### src/rtl/err_cnt_pkg.sv
// Package err_cnt_pkg
// Shared indices and widths for the error counter bank.
// Assumes exactly four counters, in the fixed order below.
package err_cnt_pkg;
    localparam int NUM_CNT = 4;
    localparam int SEL_W   = $clog2(NUM_CNT);

    typedef enum logic [SEL_W-1:0] {
        IDX_LCV  = 2'd0,
        IDX_FRM  = 2'd1,
        IDX_PAR  = 2'd2,
        IDX_DGR  = 2'd3
    } cnt_idx_e;

    // Counters that may run freely (bit per index): LCV and frame only.
    localparam logic [NUM_CNT-1:0] WRAP_CAPABLE = 4'b0011;
endpackage

### src/rtl/err_cnt_cell.sv
// Module err_cnt_cell
// One error counter. In saturating mode it holds at all ones and latches
// a sticky flag. In wrap mode (only when CAN_WRAP) it rolls over and
// pulses carry_o for one cycle. A clear from the read port takes priority;
// an error during the clear leaves a count of one.
// Assumes err_i and rd_clr_i are synchronous to clk.
module err_cnt_cell #(
    parameter int   CNT_W    = 16,
    parameter logic CAN_WRAP = 1'b0
) (
    input  logic             clk,
    input  logic             rst_n,
    input  logic             err_i,
    input  logic             rd_clr_i,
    input  logic             free_run_i,
    output logic [CNT_W-1:0] cnt_o,
    output logic             sticky_o,
    output logic             carry_o
);
    localparam logic [CNT_W-1:0] FULL      = {CNT_W{1'b1}};
    localparam logic [CNT_W-1:0] NEAR_FULL = {{(CNT_W-1){1'b1}}, 1'b0};
    localparam logic [CNT_W-1:0] ONE_LOAD  = {{(CNT_W-1){1'b0}}, 1'b1};

    logic [CNT_W-1:0] cnt_q;
    logic             sticky_q;
    logic             carry_q;
    logic             wrap_mode;
    logic             at_full;

    // Mode gate: only a wrap-capable counter honours free running.
    assign wrap_mode = CAN_WRAP & free_run_i;
    assign at_full   = (cnt_q == FULL);

    // Count update: read clear first, then saturate or wrap.
    always_ff @(posedge clk) begin
        if (!rst_n) begin
            cnt_q <= '0;
        end else if (rd_clr_i) begin
            cnt_q <= err_i ? ONE_LOAD : '0;
        end else if (err_i) begin
            if (!(at_full && !wrap_mode)) begin
                cnt_q <= cnt_q + ONE_LOAD;
            end
        end
    end

    // Carry pulse on the wrapping increment.
    always_ff @(posedge clk) begin
        if (!rst_n) begin
            carry_q <= 1'b0;
        end else begin
            carry_q <= err_i && !rd_clr_i && at_full && wrap_mode;
        end
    end

    // Sticky interrupt: set on reaching/being at full scale in saturating mode.
    always_ff @(posedge clk) begin
        if (!rst_n) begin
            sticky_q <= 1'b0;
        end else if (rd_clr_i) begin
            sticky_q <= 1'b0;
        end else if (err_i && !wrap_mode && (at_full || cnt_q == NEAR_FULL)) begin
            sticky_q <= 1'b1;
        end
    end

    assign cnt_o    = cnt_q;
    assign sticky_o = sticky_q;
    assign carry_o  = carry_q;


    sat_hold_chk: assert property (@(posedge clk) disable iff (!rst_n)
        (!wrap_mode && at_full && !rd_clr_i) |=> (cnt_q == FULL));


    sticky_set_chk: assert property (@(posedge clk) disable iff (!rst_n)
        (!wrap_mode && err_i && !rd_clr_i && cnt_q == NEAR_FULL) |=> sticky_q);


    carry_wrap_chk: assert property (@(posedge clk) disable iff (!rst_n)
        carry_q |-> (cnt_q == '0 && $past(cnt_q) == FULL));


    carry_cap_chk: assert property (@(posedge clk) disable iff (!rst_n)
        carry_q |-> (CAN_WRAP == 1'b1));


    rd_load_chk: assert property (@(posedge clk) disable iff (!rst_n)
        rd_clr_i |=> (cnt_q == (err_i ? ONE_LOAD : '0)) || (cnt_q == {{(CNT_W-1){1'b0}}, $past(err_i)}));


    sticky_clr_chk: assert property (@(posedge clk) disable iff (!rst_n)
        rd_clr_i |=> !sticky_q);
endmodule

### src/rtl/err_rd_port.sv
// Module err_rd_port
// Host read path: selects the addressed count and decodes a one-hot
// clear for the counter being read.
// Assumes rd_sel_i is below N.
module err_rd_port #(
    parameter int N     = 4,
    parameter int CNT_W = 16,
    parameter int SEL_W = 2
) (
    input  logic                     clk,
    input  logic                     rst_n,
    input  logic                     rd_en_i,
    input  logic [SEL_W-1:0]         rd_sel_i,
    input  logic [N-1:0][CNT_W-1:0]  cnt_i,
    output logic [CNT_W-1:0]         rd_data_o,
    output logic [N-1:0]             clr_o
);
    // Count selection for the host.
    always_comb begin
        rd_data_o = cnt_i[rd_sel_i];
    end

    // One-hot clear decode, one bit per counter.
    for (genvar k = 0; k < N; k++) begin : g_clr
        assign clr_o[k] = rd_en_i && (rd_sel_i == SEL_W'(k));
    end


    clr_onehot_chk: assert property (@(posedge clk) disable iff (!rst_n)
        $onehot0(clr_o));


    clr_needs_rd_chk: assert property (@(posedge clk) disable iff (!rst_n)
        (|clr_o) |-> rd_en_i);
endmodule

### src/rtl/err_irq_merge.sv
// Module err_irq_merge
// Gates each sticky bit with its enable and ORs the result onto one line.
// Assumes the sticky bits are registered upstream.
module err_irq_merge #(
    parameter int N = 4
) (
    input  logic         clk,
    input  logic         rst_n,
    input  logic [N-1:0] sticky_i,
    input  logic [N-1:0] en_i,
    output logic         irq_o
);
    logic [N-1:0] gated;

    // Per-source gating.
    assign gated = sticky_i & en_i;
    // Shared line.
    assign irq_o = |gated;


    irq_gate_chk: assert property (@(posedge clk) disable iff (!rst_n)
        irq_o |-> (|en_i));
endmodule

### src/rtl/err_cnt_bank.sv
// Module err_cnt_bank
// Top of the error counter bank: four counters, a read/clear port and
// a merged interrupt line. free_run_i applies to wrap-capable counters.
// Assumes synchronous active-low reset and single-cycle error strobes.
module err_cnt_bank #(
    parameter int CNT_W = 16
) (
    input  logic                                clk,
    input  logic                                rst_n,
    input  logic [err_cnt_pkg::NUM_CNT-1:0]     err_i,
    input  logic                                free_run_i,
    input  logic [err_cnt_pkg::NUM_CNT-1:0]     int_en_i,
    input  logic                                rd_en_i,
    input  logic [err_cnt_pkg::SEL_W-1:0]       rd_sel_i,
    output logic [CNT_W-1:0]                    rd_data_o,
    output logic [err_cnt_pkg::NUM_CNT-1:0]     carry_o,
    output logic                                irq_o
);
    import err_cnt_pkg::*;

    logic [NUM_CNT-1:0][CNT_W-1:0] cnt_w;
    logic [NUM_CNT-1:0]            sticky_w;
    logic [NUM_CNT-1:0]            clr_w;

    // Counter instances; the wrap variant is chosen per index.
    for (genvar k = 0; k < NUM_CNT; k++) begin : g_cell
        err_cnt_cell #(
            .CNT_W    (CNT_W),
            .CAN_WRAP (WRAP_CAPABLE[k])
        ) u_cell (
            .clk        (clk),
            .rst_n      (rst_n),
            .err_i      (err_i[k]),
            .rd_clr_i   (clr_w[k]),
            .free_run_i (free_run_i),
            .cnt_o      (cnt_w[k]),
            .sticky_o   (sticky_w[k]),
            .carry_o    (carry_o[k])
        );
    end

    err_rd_port #(
        .N     (NUM_CNT),
        .CNT_W (CNT_W),
        .SEL_W (SEL_W)
    ) u_rd (
        .clk       (clk),
        .rst_n     (rst_n),
        .rd_en_i   (rd_en_i),
        .rd_sel_i  (rd_sel_i),
        .cnt_i     (cnt_w),
        .rd_data_o (rd_data_o),
        .clr_o     (clr_w)
    );

    err_irq_merge #(
        .N (NUM_CNT)
    ) u_irq (
        .clk      (clk),
        .rst_n    (rst_n),
        .sticky_i (sticky_w),
        .en_i     (int_en_i),
        .irq_o    (irq_o)
    );


    no_carry_sat_chk: assert property (@(posedge clk) disable iff (!rst_n)
        (carry_o & ~WRAP_CAPABLE) == '0);


    single_step_chk: assert property (@(posedge clk) disable iff (!rst_n)
        (!err_i[0] && !clr_w[0]) |=> $stable(cnt_w[0]));
endmodule

### config.mk
export PLATFORM = sky130hd
export DESIGN_NAME = err_cnt_bank
export DESIGN_NICKNAME = d
export VERILOG_FILES = /design/src/rtl/err_cnt_pkg.sv /design/src/rtl/err_cnt_cell.sv /design/src/rtl/err_rd_port.sv /design/src/rtl/err_irq_merge.sv /design/src/rtl/err_cnt_bank.sv
export SDC_FILE = /design/constraint.sdc
export NUM_CORES = 1
export LEC_CHECK = 0
export BUFFER_PORTS_ARGS = -buffer_cell sky130_fd_sc_hd__buf_2
export CAP_MARGIN = 25
export CORE_UTILIZATION = 60
export DETAILED_ROUTE_END_ITERATION = 8
export PLACE_DENSITY = 0.8
export SETUP_SLACK_MARGIN = 0.15
export SYNTH_ARGS = -nofsm -noshare
export SYNTH_HDL_FRONTEND = slang
export SYNTH_HIERARCHICAL = 1
export SYNTH_SLANG_ARGS = --single-unit
### constraint.sdc
create_clock -name clk -period 2.6 [get_ports clk]
set_input_delay 0.65 -clock clk [delete_from_list [all_inputs] [get_ports clk]]
set_output_delay 0.65 -clock clk [all_outputs]
set_load 0.005 [all_outputs]
Yosys cells after proc, flatten, opt, wreduce, memory -nomap -nowiden
Cells that the tools add are included.

word-level totals
  flip-flop bits (word level) = 70
  input bits = 14
  output and inout port bits = 21
  logic and storage cells = 89

cells by class
  add/sub/neg operators = 4
  $lt $le $gt $ge = 1
  equal/unequal tests = 15
  multiplexer cells = 18
  bitwise logic cells = 2
  reduce and logical (&&, ||, !) cells = 39

operators by type and width
  cell                                                                           number
  16-bit 2-to-1 mux                                                              13
  16-bit equality test (second input constant)                                   8
  16-bit by 1-bit adder with 16-bit output (second input constant)               4
  16-bit binary-select mux with 2-bit select                                     1
  1-bit logical AND                                                              18
  2-bit by 1-bit inequality test with 1-bit output (second input constant)       4
  2-bit AND reduction                                                            4
  2-bit nonzero test                                                             4
  2-bit OR reduction                                                             4
  4-bit bitwise AND                                                              1
  2-bit equality test (second input constant)                                    2
  1-bit logical OR                                                               4
  1-bit 2-to-1 mux                                                               4
  4-bit OR reduction                                                             1
  1-bit zero test                                                                3
  2-bit by 3-bit less-than comparator with 1-bit output (second input constant)  1
  2-bit by 1-bit equality test with 1-bit output (second input constant)         1
  2-bit zero test                                                                1
  1-bit NOT                                                                      1

Longest topological paths before layout
  depth after elaboration = 6
  mapped depth = 6
  gate-level depth less buffers = 6

Modules after synthesis
Netlist, hierarchy kept.

modules (own cells, without submodules)
  module                               times used  cells an instance  area an instance (µm²)  seq. area each (µm²)
  err_cnt_cell (g_cell[2].u_cell ...)  2           110                937.1                   340.3
  err_cnt_cell (g_cell[0].u_cell ...)  2           110                934.6                   360.3
  err_rd_port                          1           24                 424.2                   0.0
  err_irq_merge                        1           3                  18.8                    0.0

Least setup slack after synthesis
OpenSTA, ideal clock, no wires.

  path kind = input to output
  from = input port rd_sel_i[0] (netlist name)
  to = output port rd_data_o[0]
  arrival = 1309 ps
  required time = 1950 ps
  setup slack = 641 ps
  stages on the path = 2
  cell sequence = buf_6 > mux4_2

between the ends
  word-level cells in the longest chain between the ends = 2

RTL lines
  item                                        line                RTL
  from (decl)                                 err_cnt_bank.sv:14  input logic [err_cnt_pkg::SEL_W-1:0] rd_sel_i,
  16-bit binary-select mux with 2-bit select  err_rd_port.sv:20   rd_data_o = cnt_i[rd_sel_i];
  16-bit 2-to-1 mux (not written as such)     err_rd_port.sv:20
  to (decl)                                   err_cnt_bank.sv:15  output logic [CNT_W-1:0] rd_data_o,

Every way passes these cells. The select of a mux whose other input is x is not followed.

Worst setup path after layout
  from = input port rd_sel_i[0] (netlist name)
  to = output port rd_data_o[7]

Same word-level chain as after synthesis.

==> results_dict.tcl <==
set metrics [dict create \
    status "completed" \
    first_pass_iters 5 \
    pwr-share-seq_pct 52.0 \
    period_share_pct 89.5 \
    power_density_nw_per_um2 462 \
    rows 30 \
    tightest_slew_ps 966 \
    dp_hpwl_um 8100 \
    pin_count 35 \
    initial_core_util_pct 62.0 \
    post_cts_buffers 0 \
    drt_iter0_markers 346 \
    r2r-start "g_cell[3].u_cell/cnt_o[1]" \
    hold_buffers 0 \
    avgSynthCellArea_um2 8.96 \
    synthTopCellsByArea "dfxtp_1, mux4_2, a21oi_1" \
    syn_inst 467 \
    dieArea_um2 7320 \
    yosysTopAreaCell "dfxtp_1" \
    whs_path_depth 2 \
    dpl_cell_area_um2 4390 \
    route.detailed.drc 0 \
    grt_pass1_vias 3552 \
    clockBufferDepth 2 \
    grt_usage_pct 31.7 \
    fin_area_um2 4590 \
    cts_root_buf "clkbuf_8" \
    synth_cell_type_count 51 \
    finalSetupViolations 0 \
    syn_area_um2 4190 \
    yosysWarnings 6 \
    cts-htree-levels 3 \
    cts_sinks 70 \
    worstReg2RegEnd "g_cell[3].u_cell/cnt_o[7]" \
    layout_common_cells "dfxtp_1, nand2_1, a21oi_1" \
    switchingPower_uw 552 \
    synth-edff-count 0 \
    layout.nets 519 \
    p_leak_nw 1.72 \
    ys_ff_latch 70 \
    drv_cap 0 \
    cp-start-kind "primary input" \
    vdd_ir_drop_max_mv 0.360 \
    vias_per_cell 7.02 \
    ant_nets 0 \
    areaGrowthSynthToFinish_pct 9.53 \
    ys.flop_type "dfxtp_1" \
    numCtsBuffers 9 \
    syn-num-nets 489 \
    cp_max_fo 20 \
    hold_path_class "reg -> reg" \
    worstPathRequired_ps 1950 \
    die_w_um 85.5 \
    min_to "g_cell[2].u_cell/sticky_o" \
    rrSetupSlack_ps 500 \
    numPortBuffers 32 \
    slew_headroom_pct 34.8 \
    p_int_mw 1.57 \
    end_kind "output port" \
    swShare_pct 26.0 \
    final_layout_size_suffix_gt1_share_pct 18.5 \
    holdCritStartpoint "g_cell[2].u_cell/sticky_o" \
    wl_um 11400 \
    slew_viol_final 0 \
    min_period_ps 2330 \
    num_antenna_cells 0 \
    power_frac_clock_pct 41.1 \
    clk_pin_slew_worst_paths_ps 70 \
    grt_max_degree 21 \
    async_flop_share_pct 0 \
    setup.worst_path.class "in -> out" \
    dr_total_vias 4088 \
    r2r_cells 5 \
    total_power_mw 2.12 \
    fin_worst_skew_ps 5.88 \
    clkLatencyLatePin_ps 350 \
    pwr-share-comb_pct 6.9 \
    final_common_cell "dfxtp_1" \
    grt_pass1_wl_um 17900 \
    finalHoldViolations 0 \
    wl_per_cell_um 19.5 \
    antenna_found_initial 0 \
    synth_top_area_share_pct 33.5 \
    cts_tree "yes" \
    yosysSeqAreaShare_pct 33.5 \
    fin_tns_setup_ps 0 \
    core_area_um2 6760 \
    grt_overflow 0 \
    place_congestion 0.883 \
    rsz0062_at_grt "false" \
    fmax_mhz 430 \
    cp.arrival_ps 1680 \
    chipHeight_um 85.5 \
]
-- worst max-delay path: stages --
cell	delay [ps]
buf_4	320
mux4_2	560
buf_2	140
-- cell families (layout without fill, tap and decap cells) --
kind of cell,Yosys count,in the layout,synth area share (%)
compound gates,118,118,18.9
simple gates,211,211,30.6
mux,20,20,9.56
xor+xnor,2,2,0.418
fa+ha+maj,8,8,2.39
buf+inv,36,71,4.42
flops,70,70,33.5
other cells,2,2,0.179
-- per-layer routing --
metal / wire length [um] / up-vias / track usage (%)
met1: 4770 / 1946 / 41.4
met5: 0 / - / 0
met3: 850 / 35 / 5.20
met2: 5340 / 187 / 51.4
li1: - / 1920 / -
met4: 390 / 0 / 15.0
-- synth_stat cells, types with 8 or more instances --
master / n
nand2_1: 35
and3_1: 9
ha_1: 8
clkbuf_1: 8
o21ai_0: 20
mux4_2: 16
nor3_1: 12
nand3_1: 24
nand4_1: 18
o41ai_1: 10
o311ai_0: 10
nor4_1: 14
buf_2: 10
inv_1: 12
nor2_1: 28
a21oi_1: 34
o31ai_1: 8
dfxtp_1: 70
and4_1: 10
nand2b_1: 8
or4_1: 8
or3_1: 8
-- power groups by stage --
stage | Clock [mW] | Combinational (mW) | Sequential (mW)
2_1_floorplan | 0 | 0.104 | 1.12
3_3_place_gp | 0 | 0.138 | 1.13
3_5_place_dp | 0 | 0.144 | 1.13
4_1_cts | 0.876 | 0.145 | 1.10
5_1_grt | 0.922 | 0.161 | 1.10
6_report | 0.870 | 0.147 | 1.10
-- registers in the layout, indices dropped and copies added (netlist names) --
signal,cells
g_cell.u_cell/sticky_o,4
g_cell.u_cell/cnt_o,64
g_cell.u_cell/carry_o,2
-- how the worst max path moves through the flow --
stage | start | endpoint | slack, ps | depth (start not counted)
after floorplan | rd_sel_i[0] | rd_data_o[0] | 640 | 2
after global placement | rd_sel_i[0] | rd_data_o[15] | 90 | 3
after detailed placement | rd_sel_i[0] | rd_data_o[9] | 60 | 3
after CTS | rd_sel_i[0] | rd_data_o[9] | 270 | 3
after global routing | rd_sel_i[0] | rd_data_o[7] | 230 | 3
final | rd_sel_i[0] | rd_data_o[7] | 270 | 3
-- area by class of cell --
class	count	area (um^2)
clock buffers	12	165
inverters	12	45.0
well taps	80	100
fillers	555	2170
multi-input cells	361	2600
clock inverters	4	28.8
flip-flops and latches	70	1400
repair buffers	43	245
-- timing repair --
item | in CTS | in global routing
resized for setup | 1 | 0
hold endpoints to repair | 0 | 0
setup endpoints to repair | 16 | 0
-- metrics by stage --
step                      setup slack [ps]  util (%)  instances  hold slack, ps
final                                  274      67.9        582             488
after global routing                   229      67.9        582             531
after CTS                              265      67.9        582             496
after detailed placement              57.6      65.0        566             475
after global placement                91.7      65.0        566             475
after floorplan                        641         -        467             438
Power figures use the tool's default switching activity.
